File: src/rtl/fmax_pkg.sv
package fmax_pkg;
  typedef struct packed {
    logic nan;
    logic zero;
    logic sub;
  } fp_class_t;
endpackage

File: src/rtl/fmax_classify.sv
module fmax_classify
  import fmax_pkg::*;
#(
  parameter int EXP_W  = 8,
  parameter int FRAC_W = 23,
  localparam int W     = EXP_W + FRAC_W + 1
) (
  input  logic [W-1:0] val_i,
  output fp_class_t    cls_o
);
  logic [EXP_W-1:0]  exp_f;
  logic [FRAC_W-1:0] frac_f;
  assign exp_f  = val_i[FRAC_W +: EXP_W];
  assign frac_f = val_i[FRAC_W-1:0];

  always_comb begin
    cls_o.nan  = (&exp_f) && (|frac_f);
    cls_o.zero = ~(|exp_f) && ~(|frac_f);
    cls_o.sub  = ~(|exp_f) && (|frac_f);
  end
endmodule

File: src/rtl/fmax_gt.sv
module fmax_gt #(
  parameter int W = 32
) (
  input  logic [W-1:0] a_i,
  input  logic [W-1:0] b_i,
  output logic         gt_o
);
  logic sa, sb;
  logic [W-2:0] ma, mb;
  assign sa = a_i[W-1];
  assign sb = b_i[W-1];
  assign ma = a_i[W-2:0];
  assign mb = b_i[W-2:0];

  // sign-magnitude ordering; zero pairs are resolved upstream
  always_comb begin
    if (sa != sb)  gt_o = sb;
    else if (!sa)  gt_o = ma > mb;
    else           gt_o = ma < mb;
  end
endmodule

File: src/rtl/fmax_lane_sel.sv
module fmax_lane_sel
  import fmax_pkg::*;
#(
  parameter int W = 32
) (
  input  logic [W-1:0] a_i,
  input  logic [W-1:0] b_i,
  input  logic [W-1:0] dest_i,
  input  fp_class_t    cls_a_i,
  input  fp_class_t    cls_b_i,
  input  logic         gt_i,
  input  logic         mask_en_i,
  input  logic         mask_bit_i,
  input  logic         zero_mode_i,
  output logic [W-1:0] lane_o
);
  logic [W-1:0] max_v;
  logic         take_b;

  assign take_b = (cls_a_i.zero && cls_b_i.zero) || cls_a_i.nan || cls_b_i.nan || !gt_i;
  assign max_v  = take_b ? b_i : a_i;

  always_comb begin
    if (!mask_en_i || mask_bit_i) lane_o = max_v;
    else if (zero_mode_i)         lane_o = '0;
    else                          lane_o = dest_i;
  end
endmodule

File: src/rtl/fmax_scalar_unit.sv
module fmax_scalar_unit
  import fmax_pkg::*;
#(
  parameter int VEC_W   = 128,
  parameter int EXP_W   = 8,
  parameter int FRAC_W  = 23,
  localparam int LANE_W = EXP_W + FRAC_W + 1
) (
  input  logic             clk_i,
  input  logic             rst_ni,
  input  logic             valid_i,
  input  logic [VEC_W-1:0] src1_i,
  input  logic [VEC_W-1:0] src2_i,
  input  logic [VEC_W-1:0] dest_i,
  input  logic             mask_bit_i,
  input  logic             mask_en_i,
  input  logic             zero_mode_i,
  output logic             valid_o,
  output logic [VEC_W-1:0] result_o,
  output logic             invalid_o,
  output logic             denorm_o
);
  logic [1:0][LANE_W-1:0] opnd;
  fp_class_t [1:0]        cls;
  logic                   gt;
  logic [LANE_W-1:0]      lane;

  assign opnd[0] = src1_i[LANE_W-1:0];
  assign opnd[1] = src2_i[LANE_W-1:0];

  for (genvar g = 0; g < 2; g++) begin : g_cls
    fmax_classify #(.EXP_W(EXP_W), .FRAC_W(FRAC_W)) u_cls (
      .val_i (opnd[g]),
      .cls_o (cls[g])
    );
  end

  fmax_gt #(.W(LANE_W)) u_gt (
    .a_i  (opnd[0]),
    .b_i  (opnd[1]),
    .gt_o (gt)
  );

  fmax_lane_sel #(.W(LANE_W)) u_sel (
    .a_i         (opnd[0]),
    .b_i         (opnd[1]),
    .dest_i      (dest_i[LANE_W-1:0]),
    .cls_a_i     (cls[0]),
    .cls_b_i     (cls[1]),
    .gt_i        (gt),
    .mask_en_i   (mask_en_i),
    .mask_bit_i  (mask_bit_i),
    .zero_mode_i (zero_mode_i),
    .lane_o      (lane)
  );

  always_ff @(posedge clk_i or negedge rst_ni) begin
    if (!rst_ni) begin
      valid_o   <= 1'b0;
      result_o  <= '0;
      invalid_o <= 1'b0;
      denorm_o  <= 1'b0;
    end else begin
      valid_o <= valid_i;
      if (valid_i) begin
        result_o  <= {src1_i[VEC_W-1:LANE_W], lane};
        invalid_o <= cls[0].nan | cls[1].nan;
        denorm_o  <= cls[0].sub | cls[1].sub;
      end
    end
  end
endmodule

File: config.mk
export PLATFORM = sky130hd
export DESIGN_NAME = fmax_scalar_unit
export DESIGN_NICKNAME = d
export VERILOG_FILES = /design/src/rtl/fmax_pkg.sv /design/src/rtl/fmax_classify.sv /design/src/rtl/fmax_gt.sv /design/src/rtl/fmax_lane_sel.sv /design/src/rtl/fmax_scalar_unit.sv
export SDC_FILE = /design/constraint.sdc
export NUM_CORES = 1
export LEC_CHECK = 0
export CAP_MARGIN = 20
export CORE_AREA = 2 2 202 204
export DETAILED_ROUTE_END_ITERATION = 8
export DIE_AREA = 0 0 204 206
export PLACE_DENSITY = 0.57
export SLEW_MARGIN = 10
export SYNTH_ARGS = -nofsm -noshare
export SYNTH_HDL_FRONTEND = slang
export SYNTH_SLANG_ARGS = --single-unit
File: constraint.sdc
create_clock -name clk_i -period 1.7 [get_ports clk_i]
set_input_delay 0.34 -clock clk_i [delete_from_list [all_inputs] [get_ports clk_i]]
set_output_delay 0.34 -clock clk_i [all_outputs]
set_load 0.1 [all_outputs]
# After elaboration in Yosys (flattened, before gate mapping)
# Cells that the tools add are included.
[word_totals]
ff_bits = 131
in_bits = 390
out_inout_bits = 131
word_cells = 37
[classes]
magnitude_cmp = 2
n_eq_ne = 1
muxes = 5
n_bitwise = 6
reduce_logical = 19
[op_table]
columns = ["op", "count"]
rows = [
  ["$mux W32", 3],
  ["$reduce_or A23 Y1", 2],
  ["$gt A31 B31 Y1", 1],
  ["$lt A31 B31 Y1", 1],
  ["$reduce_and A8 Y1", 2],
  ["$reduce_or A8 Y1", 2],
  ["$logic_and A1 B1 Y1", 7],
  ["$logic_or A1 B1 Y1", 4],
  ["$not A1 Y1", 4],
  ["$logic_not A1 Y1", 2],
  ["$mux W1", 2],
  ["$or A1 B1 Y1", 2],
  ["$ne A1 B1 Y1", 1],
]

# Depth between registers and ports, before layout
[logic_depth]
ltp_word = 9
mapped_depth = 10
mapped_depth_nobuf = 9

# Hierarchy
# A second synthesis with hierarchy kept.
[unflattened]
cells_unflattened = 583
hier_area_um2 = 7090.6
[modules_own_cells]
columns = ["mod", "n_inst", "cells_each", "area_per_inst_um2", "seq_area_each_um2"]
rows = [
  ["fmax_scalar_unit", 1, 280, 5167.5, 3278.1],
  ["fmax_lane_sel", 1, 160, 883.3, 0.0],
  ["fmax_gt", 1, 111, 824.5, 0.0],
  ["fmax_classify", 2, 16, 107.6, 0.0],
]

# Worst setup path before layout
# OpenSTA, ideal clock, no wires.
[synth_path]
path_kind = "input-to-reg"
startpoint = "in src2_i[10]"
endpoint = "reg result_o[10]"
setup_time_ps = 132
arrival_ps = 2225
t_required_ps = 1568
path_slack_ps = -657
stages = 10
n_path_buf = 1
path_cell_list = "inv_1 ha_1 a21oi_1 o21ai_0 a221oi_1 a21oi_1 or2_2 a211oi_2 buf_6 a221oi_2"
[synth_via]
elab_chain_cells = 9
elab_cells_between_ends = 15
classes_between = "order compare: 2; mux: 4; bitwise: 1; reduce/logical: 8"
[synth_lines]
columns = ["element", "line", "text"]
rows = [
  ["start, declared", "fmax_scalar_unit.sv:13", "input logic [VEC_W-1:0] src2_i,"],
  ["branches (longest 7 deep; another with $gt A31 B31 Y1)", "--", ""],
  ["$mux W32 *", "fmax_lane_sel.sv:21", "assign max_v = take_b ? b_i : a_i;"],
  ["$mux W32 *", "fmax_lane_sel.sv:24", "if (!mask_en_i || mask_bit_i) lane_o = max_v;"],
  ["end signal, assigned", "fmax_scalar_unit.sv:66", "result_o <= {src1_i[VEC_W-1:LANE_W], lane};"],
  ["end, declared", "fmax_scalar_unit.sv:19", "output logic [VEC_W-1:0] result_o,"],
]
# Mark *: on every way between the ends.
# A chain may end at the register's enable or synchronous reset.

# Worst setup path after layout
[layout_path]
startpoint = "in src2_i[30]"
endpoint = "reg result_o[17]"
[layout_via]
elab_chain_cells = 9
elab_cells_between_ends = 16
classes_between = "order compare: 2; mux: 4; bitwise: 1; reduce/logical: 9"
[layout_lines]
columns = ["element", "line", "text"]
rows = [
  ["branches (longest 6 deep; another with $gt A31 B31 Y1)", "--", ""],
  ["$logic_or A1 B1 Y1 *", "fmax_lane_sel.sv:20", "assign take_b = (cls_a_i.zero && cls_b_i.zero) || cls_a_i.nan || cls_b_i.nan || !gt_i;"],
  ["$mux W32 *", "fmax_lane_sel.sv:21", ""],
  ["$mux W32 *", "fmax_lane_sel.sv:24", ""],
]
# Marks and branches as above.

==> impl_results.md <==
- Met2 usage in global routing: 22.4%
- Hold Fails Final Rpt: 0
- Grt ovf: 0
- EDFF count, synth: 0
- Number of global-route vias before repair: a little under 7000
- Netlist cell types: 38
- Cell with the most instances after synthesis: dfrtp_1
- Antenna viol nets, final: 0
- Final period utilization: 132%
- H-tree depth: 4
- Largest net degree at the start of global routing: 35
- Failing checks: setup timing
- Post-layout min period: between 2000 and 2500 ps
- Rel. slew slack: ~70%
- Worst EP arrival: 2560 ps
- CTS tree: yes
- Hpwl dp: 22.2 mm
- Die H: approximately 200 µm
- Layout cell share with drive strength beyond 1: 54.4%
- Core ar.: about 0.04 mm²
- Post-route DRC: 0
- Clock slew at reported path FFs: around 60 ps
- WL/cell: approximately 19 µm
- Synth cell count leaders: dfrtp_1 (131), mux2_2 (96), nor2_1 (72)
- Initial core utilization: ~17%
- Synth top area share: approximately 49%
- Worst skew pair latency: between 400 and 500 ps
- DR vias: 6441
- Rows: 74
- Io pins: 521
- Inserted Clock Buffers: 17
- Crit path max fanout: 6
- CTS Sinks: 131
- First-pass DRT Iterations: 4
- Setup WS post-layout: -547 ps
- Synth top area cells: dfrtp_1 (49%), mux2_2 (16%), a221oi_2 (6.7%)
- Initial antenna violation count: 2
- Met1 Use GR: between 10% and 20%
- Avg Synthesized Cell Area: 11.7 µm²
- Routed WL: 28.9 mm
- Pwr/cell area: 1000 mW/mm²
- Clk buf depth: 2
- Post-Syn Area: just under 0.007 mm²
- Vias per inst: 4.12
- Fin nets: approximately 1400
- Max_cap viols: 0
- Synth-to-Final Area Change: 114%
- Ys Warns: 0
- CTS Root Cell: clkbuf_16
- Gpl congestion: 0.798
- Crit path launch type: primary input
- Largest area contributor in the netlist: dfrtp_1
- Met3 Usage GRT: 5.42%
- Cells after Synth: 577
- Initial DRC Count: 245
- Global-route wire length before repair: 42.8 mm
- Max VDD drop: 0.000758 V
- Status: complete, but fails checks
- Sequential-to-total area share from yosys stat: 48.7%
- Clock skew: 0 ps
- Max Slew Vio Count: 0
- Fmax: 445 MHz
- Ys flop type: dfrtp_1
- Input/output buffers: 328
- Flops & latches, synth: 131
- Count of final setup violators: 32
- Busiest layer in global routing: met2
- Min Hold Slack: 249 ps
- Setup CP Type: in -> reg
- Worst setup EP type: register
- Die ar.: ~0.042 mm²
- WP data required: roughly 2000 ps
- LEAKAGE: around 6.0 nW
- Setup TNS: -16350 ps
- Post-synth ARST share: 100%
- Synthesized Nets: ~1000
- RSZ-0062 raised after global routing: true
- Die X: 204 µm
- Worst Tran Pin Value: 454 ps
- Tightest Hold Check Type: in -> reg
- GRT Total Usage: ~14%
worst max-delay path, cell delays in order:
cell and delay [ps]:
buf_6 80, inv_2 40, ha_4 260, nand4_1 220, nor4_2 370, inv_1 130
a211oi_2 190, o21bai_2 100, buf_4 140, a211oi_4 260, buf_6 200, buf_12 160
a221oi_4 70
layout make-up:
type / count / area [µm²]
fillers: 3969 / 25800
repair buffers: 448 / 5820
multi-input cells: 384 / 3830
flip-flops and latches: 131 / 3280
well taps: 532 / 666
clock buffers: 19 / 453
clock inverters: 13 / 196
inverters: 34 / 155
diodes: 2 / 5.00
what timing repair did:
action | CTS | global route
gates resized for setup | 305 | 100
hold buffers | 1 | 0
hold endpoints to repair | 28 | 0
buffers inserted | 13 | 9
endpoints found under the setup margin | 34 | 32
gates cloned | 3 | 2
pin swaps | 45 | 45
metrics by stage:
step	power (mW)	instance area, µm²	worst slack, ps	std cells	utilization, %
final	14.4	14400	-547	1563	35.8
after global routing	15.0	14400	-635	1561	35.8
after CTS	14.5	14000	-526	1552	34.7
after detailed placement	10.1	13000	-1430	1505	32.3
after global placement	10.1	13000	-1410	1505	32.3
after floorplan	7.22	6990	-422	577	-
registers in the layout (all words and copies together), names as in the netlist:
| register | cells |
|---|---|
| denorm_o | 1 |
| invalid_o | 1 |
| result_o | 128 |
| valid_o | 1 |
power breakdown:
group          internal (mW)  switching, mW
sequential              3.48          0.408
combinational           2.60           3.79
clock                   2.56           1.60
layout by cell type, fill, tap and decap left out, types with 10 or more instances in the layout:
cell and instances:
buf_12 146, buf_4 89, clkbuf_16 19, a21oi_1 11, nor2_1 71, and2_1 32, buf_2 15, dfrtp_1 131
ha_4 27, nand4_1 14, inv_2 16, buf_6 43, a221oi_2 27, o22ai_1 31, nand2_1 10, clkdlybuf4s50_1 133
mux2_2 96
path summary, 6_finish.rpt:
check / from / end / slack (ps) / cells past startpoint
max: src2_i[30] / result_o[17] / -550 / 13
max reg2reg: result_o[17] / result_o[17] / 840 / 2
min reg2reg: denorm_o / denorm_o / 550 / 1
min in group asynchronous: rst_ni / result_o[17] / 410 / 2
min: src2_i[11] / result_o[11] / 250 / 3
max in group asynchronous: rst_ni / denorm_o / 760 / 3
metal layers:
metal	share of wire, %	wire length [µm]
met3	8.6	2480
met5	0	0
met4	1.8	524
met1	42	12000
met2	48	13900
kinds of logic after synthesis:
kind of cell	after synthesis	synth area share (%)
AND/OR/NAND/NOR	159	11.7
flip-flops	131	48.7
AO/OA/AOI/OAI	98	13.2
multiplexers	96	16.1
buffers and inverters	62	4.54
adder cells (fa/ha/maj)	31	5.77
Note: power is estimated with default switching activity, not from simulation.
